<file path="src/rtl/stb_pkg.sv">
package stb_pkg;
  localparam int MOD_N   = 4;
  localparam int STAT_W  = 8;
  localparam int BIT_OVF = 7;
  localparam int BIT_RUN = 6;

  typedef enum logic [1:0] {
    SRC_DIV_SLOW = 2'd0,
    SRC_DIV_FAST = 2'd1,
    SRC_TMR_OVF  = 2'd2,
    SRC_EXT_PIN  = 2'd3
  } srcSel_e;

  typedef struct packed {
    logic             inc;
    logic             runLoad;
    logic             runVal;
    logic             ovfClr;
    logic [MOD_N-1:0] modSet;
    logic [MOD_N-1:0] modClr;
  } stbStrobe_t;
endpackage

</file>
<file path="src/rtl/stb_ctrl.sv">
module stb_ctrl
  import stb_pkg::*;
#(
  parameter int DIV_SLOW    = 12,
  parameter int DIV_FAST    = 2,
  parameter int SYNC_STAGES = 2
) (
  input  logic             clk,
  input  logic             rstN,
  input  logic [1:0]       srcSel,
  input  logic             runQ,
  input  logic             idleStop,
  input  logic             idleMode,
  input  logic             tmrOvf,
  input  logic             extPin,
  input  logic [MOD_N-1:0] modEvent,
  input  logic             wrEn,
  input  logic             wrOvfKeep,
  input  logic             wrRun,
  input  logic [MOD_N-1:0] wrModKeep,
  output stbStrobe_t       strb
);
  localparam int PRE_W = (DIV_SLOW > 2) ? $clog2(DIV_SLOW) : 1;
  localparam logic [PRE_W-1:0] LIM_SLOW = PRE_W'(DIV_SLOW - 1);
  localparam logic [PRE_W-1:0] LIM_FAST = PRE_W'(DIV_FAST - 1);

  srcSel_e srcMode;
  assign srcMode = srcSel_e'(srcSel);

  logic gateOn;
  assign gateOn = runQ && !(idleStop && idleMode);

  // prescaler shared by both divided-clock sources
  logic [PRE_W-1:0] pre;
  logic [PRE_W-1:0] preLimit;
  logic             divMode;
  logic             preHit;

  assign divMode  = (srcMode == SRC_DIV_SLOW) || (srcMode == SRC_DIV_FAST);
  assign preLimit = (srcMode == SRC_DIV_SLOW) ? LIM_SLOW : LIM_FAST;
  assign preHit   = (pre >= preLimit);

  always_ff @(posedge clk) begin
    if (!rstN) begin
      pre <= '0;
    end else if (gateOn && divMode) begin
      pre <= preHit ? '0 : pre + PRE_W'(1);
    end
  end

  // external pin synchroniser plus one edge-detect stage
  logic [SYNC_STAGES:0] syncQ;
  logic                 extRise;

  always_ff @(posedge clk) begin
    if (!rstN) begin
      syncQ <= '0;
    end else begin
      syncQ <= {syncQ[SYNC_STAGES-1:0], extPin};
    end
  end

  assign extRise = syncQ[SYNC_STAGES-1] && !syncQ[SYNC_STAGES];

  logic srcTick;
  always_comb begin
    unique case (srcMode)
      SRC_DIV_SLOW,
      SRC_DIV_FAST: srcTick = preHit;
      SRC_TMR_OVF:  srcTick = tmrOvf;
      SRC_EXT_PIN:  srcTick = extRise;
      default:      srcTick = 1'b0;
    endcase
  end

  assign strb.inc     = gateOn && srcTick;
  assign strb.runLoad = wrEn;
  assign strb.runVal  = wrRun;
  assign strb.ovfClr  = wrEn && !wrOvfKeep;

  for (genvar gi = 0; gi < MOD_N; gi++) begin : g_modStrb
    assign strb.modSet[gi] = modEvent[gi];
    assign strb.modClr[gi] = wrEn && !wrModKeep[gi];
  end

  AST_RUN_GATE: assert property (@(posedge clk) disable iff (!rstN)
    !runQ |-> !strb.inc);
  AST_IDLE_HALT: assert property (@(posedge clk) disable iff (!rstN)
    (idleStop && idleMode) |-> !strb.inc);
  AST_PRE_RANGE: assert property (@(posedge clk) disable iff (!rstN)
    pre < PRE_W'(DIV_SLOW));
  AST_EXT_SINGLE: assert property (@(posedge clk) disable iff (!rstN)
    (srcMode == SRC_EXT_PIN && strb.inc) |=> (!strb.inc || srcMode != SRC_EXT_PIN));
endmodule

</file>
<file path="src/rtl/stb_dp.sv">
module stb_dp
  import stb_pkg::*;
#(
  parameter int CNT_W = 16
) (
  input  logic             clk,
  input  logic             rstN,
  input  stbStrobe_t       strb,
  output logic [CNT_W-1:0] count,
  output logic             runQ,
  output logic             ovfFlag,
  output logic [MOD_N-1:0] modFlag
);
  localparam logic [CNT_W-1:0] CNT_MAX = '1;

  logic wrapNow;
  assign wrapNow = strb.inc && (count == CNT_MAX);

  always_ff @(posedge clk) begin
    if (!rstN) begin
      count <= '0;
    end else if (strb.inc) begin
      count <= count + CNT_W'(1);
    end
  end

  always_ff @(posedge clk) begin
    if (!rstN) begin
      runQ <= 1'b0;
    end else if (strb.runLoad) begin
      runQ <= strb.runVal;
    end
  end

  // hardware set has priority over software clear
  always_ff @(posedge clk) begin
    if (!rstN) begin
      ovfFlag <= 1'b0;
    end else if (wrapNow) begin
      ovfFlag <= 1'b1;
    end else if (strb.ovfClr) begin
      ovfFlag <= 1'b0;
    end
  end

  for (genvar gi = 0; gi < MOD_N; gi++) begin : g_flag
    always_ff @(posedge clk) begin
      if (!rstN) begin
        modFlag[gi] <= 1'b0;
      end else if (strb.modSet[gi]) begin
        modFlag[gi] <= 1'b1;
      end else if (strb.modClr[gi]) begin
        modFlag[gi] <= 1'b0;
      end
    end

    AST_SET_WINS: assert property (@(posedge clk) disable iff (!rstN)
      strb.modSet[gi] |=> modFlag[gi]);
    AST_HW_NO_CLEAR: assert property (@(posedge clk) disable iff (!rstN)
      (modFlag[gi] && !strb.modClr[gi]) |=> modFlag[gi]);
    AST_SW_CLEAR: assert property (@(posedge clk) disable iff (!rstN)
      (strb.modClr[gi] && !strb.modSet[gi]) |=> !modFlag[gi]);
  end

  AST_WRAP_FLAG: assert property (@(posedge clk) disable iff (!rstN)
    (strb.inc && count == CNT_MAX) |=> (count == '0 && ovfFlag));
  AST_HOLD_IDLE: assert property (@(posedge clk) disable iff (!rstN)
    !strb.inc |=> $stable(count));
endmodule

</file>
<file path="src/rtl/shared_timebase.sv">
module shared_timebase
  import stb_pkg::*;
#(
  parameter int CNT_W       = 16,
  parameter int DIV_SLOW    = 12,
  parameter int DIV_FAST    = 2,
  parameter int SYNC_STAGES = 2
) (
  input  logic                 clk,
  input  logic                 rstN,
  input  logic [1:0]           srcSel,
  input  logic                 idleStop,
  input  logic                 idleMode,
  input  logic                 ovfIntEn,
  input  logic                 tmrOvf,
  input  logic                 extPin,
  input  logic [MOD_N-1:0]     modEvent,
  input  logic                 ctlWrEn,
  input  logic [STAT_W-1:0]    ctlWrData,
  output logic [CNT_W/2-1:0]   countHi,
  output logic [CNT_W/2-1:0]   countLo,
  output logic                 ovfFlag,
  output logic [MOD_N-1:0]     modFlag,
  output logic                 irq,
  output logic [STAT_W-1:0]    statusByte
);
  localparam int HALF_W = CNT_W / 2;

  stbStrobe_t       strb;
  logic [CNT_W-1:0] count;
  logic             runQ;
  logic             unusedWr;

  assign unusedWr = ^ctlWrData[BIT_RUN-1:MOD_N];

  stb_ctrl #(
    .DIV_SLOW   (DIV_SLOW),
    .DIV_FAST   (DIV_FAST),
    .SYNC_STAGES(SYNC_STAGES)
  ) uCtrl (
    .clk      (clk),
    .rstN     (rstN),
    .srcSel   (srcSel),
    .runQ     (runQ),
    .idleStop (idleStop),
    .idleMode (idleMode),
    .tmrOvf   (tmrOvf),
    .extPin   (extPin),
    .modEvent (modEvent),
    .wrEn     (ctlWrEn),
    .wrOvfKeep(ctlWrData[BIT_OVF]),
    .wrRun    (ctlWrData[BIT_RUN]),
    .wrModKeep(ctlWrData[MOD_N-1:0]),
    .strb     (strb)
  );

  stb_dp #(
    .CNT_W(CNT_W)
  ) uDp (
    .clk    (clk),
    .rstN   (rstN),
    .strb   (strb),
    .count  (count),
    .runQ   (runQ),
    .ovfFlag(ovfFlag),
    .modFlag(modFlag)
  );

  assign countHi    = count[CNT_W-1:HALF_W];
  assign countLo    = count[HALF_W-1:0];
  assign irq        = (ovfFlag && ovfIntEn) || (|modFlag);
  assign statusByte = {ovfFlag, runQ, {(BIT_RUN - MOD_N){1'b0}}, modFlag};

  AST_IRQ_MOD: assert property (@(posedge clk) disable iff (!rstN)
    (|modFlag) |-> irq);
  AST_IRQ_QUIET: assert property (@(posedge clk) disable iff (!rstN)
    (!ovfFlag && modFlag == '0) |-> !irq);
endmodule

</file>
<file path="config.mk">
export PLATFORM = sky130hd
export DESIGN_NAME = shared_timebase
export DESIGN_NICKNAME = d
export VERILOG_FILES = /design/src/rtl/stb_pkg.sv /design/src/rtl/stb_ctrl.sv /design/src/rtl/stb_dp.sv /design/src/rtl/shared_timebase.sv
export SDC_FILE = /design/constraint.sdc
export NUM_CORES = 1
export LEC_CHECK = 0
export BUFFER_PORTS_ARGS = -buffer_cell sky130_fd_sc_hd__buf_2
export CAP_MARGIN = 20
export CORE_ASPECT_RATIO = 0.8
export CORE_UTILIZATION = 49
export DETAILED_ROUTE_END_ITERATION = 6
export GPL_TIMING_DRIVEN = 0
export PLACE_DENSITY_LB_ADDON = 0.15
export SLEW_MARGIN = 20
export SYNTH_ARGS = -nofsm -noshare
export SYNTH_HDL_FRONTEND = slang
export SYNTH_SLANG_ARGS = --single-unit
</file>
<file path="constraint.sdc">
create_clock -name clk -period 3.1 [get_ports clk]
set_clock_uncertainty 0.05 [all_clocks]
set_input_delay 0.155 -clock clk [delete_from_list [all_inputs] [get_ports clk]]
set_output_delay 0.155 -clock clk [all_outputs]
set_load 0.02 [all_outputs]
</file>
**Yosys cells after proc, flatten, opt, wreduce, memory -nomap -nowiden**

Index checks and enable logic that the tools add are counted.

- Bits in registers: 29
- Input port bits: 22
- Word-level logic and storage cells: 58

- $add $sub $neg: 2
- Order comparisons: 1
- Eq/ne operators: 4
- Muxes and demuxes: 13
- Reduce and logical (&&, ||, !) cells: 29

Operator list:

| cell | number |
|---|---|
| $add 16x1->16 const B | 1 |
| $eq 16x16->1 const B | 1 |
| $logic_and 1x1->1 | 12 |
| $mux 1 | 10 |
| $reduce_bool 2->1 | 5 |
| $mux 4 | 2 |
| $logic_not 1->1 | 7 |
| $add 4x1->4 const B | 1 |
| $eq 2x2->1 const B | 2 |
| $ge 4x4->1 | 1 |
| $reduce_or 4->1 | 1 |
| $pmux 1 s3 | 1 |
| $eq 2x1->1 const B | 1 |
| $logic_not 2->1 | 1 |
| $logic_or 1x1->1 | 2 |
| $reduce_or 2->1 | 1 |

**Logic depth before layout (Yosys ltp)**

- Depth in word-level cells: 7
- Depth in mapped cells: 9
- Depth with buffers taken out: 6

**Cells and area by module**

From an unflattened synthesis, not the netlist that was laid out.

- Cell total of the unflattened synthesis: 170
- Area, all modules: 1475.2 um^2

By module, submodules not included:

| module | times used | cells each | area each (um^2) |
|---|---|---|---|
| stb_dp | 1 | 107 | 949.7 |
| stb_ctrl | 1 | 51 | 447.9 |
| shared_timebase | 1 | 12 | 77.6 |

**Worst setup path after synthesis**

Ideal clock, no wire load.

- Path kind: input -> register
- From: input srcSel[1]
- To: register uDp.count[1]
- Arrival time: 2.194 ns
- Path slack: 0.785 ns
- Stages on the path: 9
- Buffers on the path: 3
- Cell sequence: clkbuf_1 or2_2 ha_1 a211o_1 a211oi_2 buf_4 buf_4 o21ai_0 a21oi_1

- Cells in the longest elaborated chain, start to end: 5

Ends and longest elaborated chain:

| item | RTL line | RTL |
|---|---|---|
| from (decl) | shared_timebase.sv:11 | `input logic [1:0] srcSel,` |
| $logic_not 2->1 | stb_ctrl.sv:40, stb_ctrl.sv:67 |  |
| $mux 4 | stb_ctrl.sv:40 | `assign preLimit = (srcMode == SRC_DIV_SLOW) ? LIM_SLOW : LIM_FAST;` |
| $ge 4x4->1 | stb_ctrl.sv:41 | `assign preHit = (pre >= preLimit);` |
| $pmux 1 s3 (*) | stb_ctrl.sv:67 | `unique case (srcMode)` |
| $logic_and 1x1->1 (*) | stb_ctrl.sv:76 | `assign strb.inc = gateOn && srcTick;` |
| to (signal assigned) | stb_dp.sv:23 | `count <= count + CNT_W'(1);` |
| to (decl) | stb_dp.sv:9 | `output logic [CNT_W-1:0] count,` |

Mark *: on every way between the ends. The rest lies on a longest branch, timed or not.
A chain may end at the register's enable or synchronous reset.

**Final worst setup path**

Same ends and word-level chain as after synthesis.

==> results by group <==
Timing
  – Min Clock Period, post-route: around 2.4 ns
  – RSZ-0062 raised after global routing: no
  – Endpoints failing setup: 0
  – Setup_tns: 0 ns
  – Final hold violation count: 0
  – Slew at the pin closest to its max-slew limit: 0.627 ns
  – Relative slew slack: 0.581
  – Tcrit/Tclk final: 0.786
  – Final hold slack: approximately 0.031 ns
  – Max frequency: between 0.4 and 0.5 GHz
  – Final slew viol count: 0

Setup path
  – Worst stage delay on the critical path: between 0.5 and 0.6 ns
  – CP startpoint: srcSel[1]
  – CP max-delay cell: a211oi_2
  – R2r startpoint: uCtrl.pre[1]
  – Worst EP required: 3.26 ns
  – Crit. End Element: flip-flop
  – Critical path launch point type: input pin
  – Crit path top cell by count: buf_4
  – Critical path arrival: around 2.6 ns
  – Crit-path max FO: 10
  – WS Path Type: input pin to flip-flop
  – Crit-path cells: clkbuf_1, or2_2, ha_1, a211o_1, a211oi_2, buf_4, buf_4, o21ai_0, a21oi_1

Synth
  – Top_reg_cell synth: dfxtp_1
  – Distinct cells, synth: 34
  – Post-synthesis instance total: about 170
  – Syn Area/Cell: a little under 9 sq um
  – Syn Std Cell Area: 1460 sq um
  – Post-synth EDFFs: 0
  – FFs w/ async S/R, synth: 0
  – Register area share after synthesis: 0.397
  – Synth Register Bits: 29
  – Ys Warns: 0

Min path
  – Worst min path class: input pin to flip-flop
  – Hold Crit Start: extPin

Placement
  – Final HPWL DP: approximately 2400 um
  – Port buffer count: 46
  – Global placer's final weighted congestion: a little under 0.8
  – Post-DP Area: 1740 sq um

Drt
  – Final ANT Viol Nets: 0
  – First-pass detailed-route iteration total: 4
  – Residual DRC: 0
  – Vias per cell: about 5.4
  – 1st-iter DRT viols: 54
  – Post-Route WL: about 3300 um
  – Total vias in the final route: 1401
  – Per-cell routed wire length: 12.6 um

Cells and area
  – Ant. Diodes: 0
  – Fillers: around 250
  – Share of cells above drive strength 1: 0.314
  – Nets: 245
  – Final Cell Area: 1820 sq um
  – Area Overhead vs Synth: 24.7%
  – Leading cell type in the layout, fill and taps excluded: buf_2
  – Commonest cells after routing, fill and taps aside: buf_2, dfxtp_1, a21oi_1
  – Area occupied by multi-input gates: around 770 sq um
  – Fin util: 0.654
  – Storage cell area: 581 sq um

Global route
  – Initial antenna violation count: 0
  – Largest net degree at the start of global routing: 11
  – First-pass GRT wire length: 5360 um
  – M2 GR Usage: 0.373
  – Total grt overflow: 0
  – Number of global-route vias before repair: between 1000 and 1500
  – Met3 Track Usage GR: 0.0625
  – Met1 usage: 0.251
  – Top Usage Layer GRT: met2
  – Gr usage total: 0.219

Floorplan
  – Initial Utilization: 0.524
  – Ports: between 50 and 60
  – Std cell rows: 17
  – Core ar.: around 2800 sq um
  – Die area: between 3000 and 4000 sq um
  – Die W: around 63 um
  – Die height: 50.8 um

Outcome
  – Status: finished clean

Clock tree
  – Num CTS Buffers: 5
  – CTS H-tree lvls: 2
  – Worst-path clk slew: 0.05 ns
  – Post-CTS setup buffers: 0
  – Clk root buf: clkbuf_8
  – Clock Path Buffers: 2
  – Sink Count: 29
  – Worst-skew pair later-pin latency: about 0.28 ns
  – Cts repair resizes: 0
  – Cts hold-fix bufs: 0
  – CTS tree: done

Run
  – Max Cap Viol: 0

Pwr
  – Pwr per Cell Area: approximately 420 nW/um^2
  – Lkg Pwr: 0.762 nW
  – Worst vdd ir: roughly 0.26 mV
[metrics by stage]
stage	power, W	setup WS (ns)	instances
2_1_floorplan	0.000448	0.785	166
3_3_place_gp	0.000477	0.446	250
3_5_place_dp	0.000480	0.415	250
4_1_cts	0.000767	0.706	258
5_1_grt	0.000793	0.491	258
6_report	0.000759	0.662	258
[kinds of logic (layout without fill, tap and decap cells)]
family	Yosys count	in the layout	share of synthesized area
AOI/OAI and AO/OA	37	37	0.168
xor gates and xnor gates	3	3	0.0180
adders and majority gates	4	4	0.0342
buffers and inverters	18	72	0.0779
DFF	29	29	0.397
muxes	6	6	0.0411
other	1	2	0.00257
and+or+nand+nor	67	67	0.261
[final cells by class]
cell class / count / area share
Multi-Input combinational cell: 119 / 0.423
Sequential cell: 29 / 0.318
Timing Repair Buffer: 46 / 0.126
Buffer: 15 / 0.0563
Clock buffer: 8 / 0.0439
Tap cell: 38 / 0.0261
Inverter: 3 / 0.00618
[routing by layer]
metal / vias to the layer above / routed length (um)
met2: 59 / 1500
met5: - / 0
met1: 638 / 1440
met4: 0 / 61
li1: 697 / -
met3: 7 / 252
[synthesized netlist by cell type (all sizes together), types with 2 or more instances]
| library cell | instances | share of area |
|---|---|---|
| nand2 | 13 | 0.033 |
| o31ai | 9 | 0.046 |
| inv | 3 | 0.0077 |
| nor3b | 2 | 0.010 |
| a21oi | 17 | 0.058 |
| mux2i | 6 | 0.041 |
| o21ai | 5 | 0.017 |
| and2 | 3 | 0.013 |
| nor4 | 3 | 0.013 |
| nor2 | 9 | 0.023 |
| or3 | 2 | 0.0086 |
| nor4b | 2 | 0.012 |
| and4 | 2 | 0.012 |
| clkbuf | 3 | 0.0077 |
| dfxtp | 29 | 0.40 |
| nand2b | 11 | 0.047 |
| xnor2 | 3 | 0.018 |
| or4 | 9 | 0.046 |
| nand3 | 7 | 0.024 |
| ha | 4 | 0.034 |
| a311o | 2 | 0.015 |
| buf | 12 | 0.062 |
[final timing paths]
check | slack [ns] | cells after the start | to
setup / recovery | 0.66 | 9 | uDp.count[1]
hold / removal | 0.03 | 2 | uCtrl.syncQ[0]
setup reg to reg | 0.75 | 7 | uDp.count[1]
hold reg to reg | 0.38 | 1 | uCtrl.syncQ[1]
[where the power goes]
group / switching (W) / internal, W
combinational: 0.0000499 / 0.0000366
sequential: 0.00000584 / 0.000380
clock: 0.000128 / 0.000159
total: 0.000184 / 0.000575
[state kept, by name, indices dropped and copies added, names as in the netlist]
signal	cells
uDp.modFlag	4
uDp.count	16
uDp.runQ	1
uCtrl.pre	4
uCtrl.syncQ	3
uDp.ovfFlag	1
[critical path, delay by kind of cell]
kind	cells	cell delay, ns
buffers and inverters	3	0.66
and+or+nand+nor	1	0.37
AOI/OAI and AO/OA	4	1.14
adders and majority gates	1	0.28
Power figures use the tool's default switching activity.
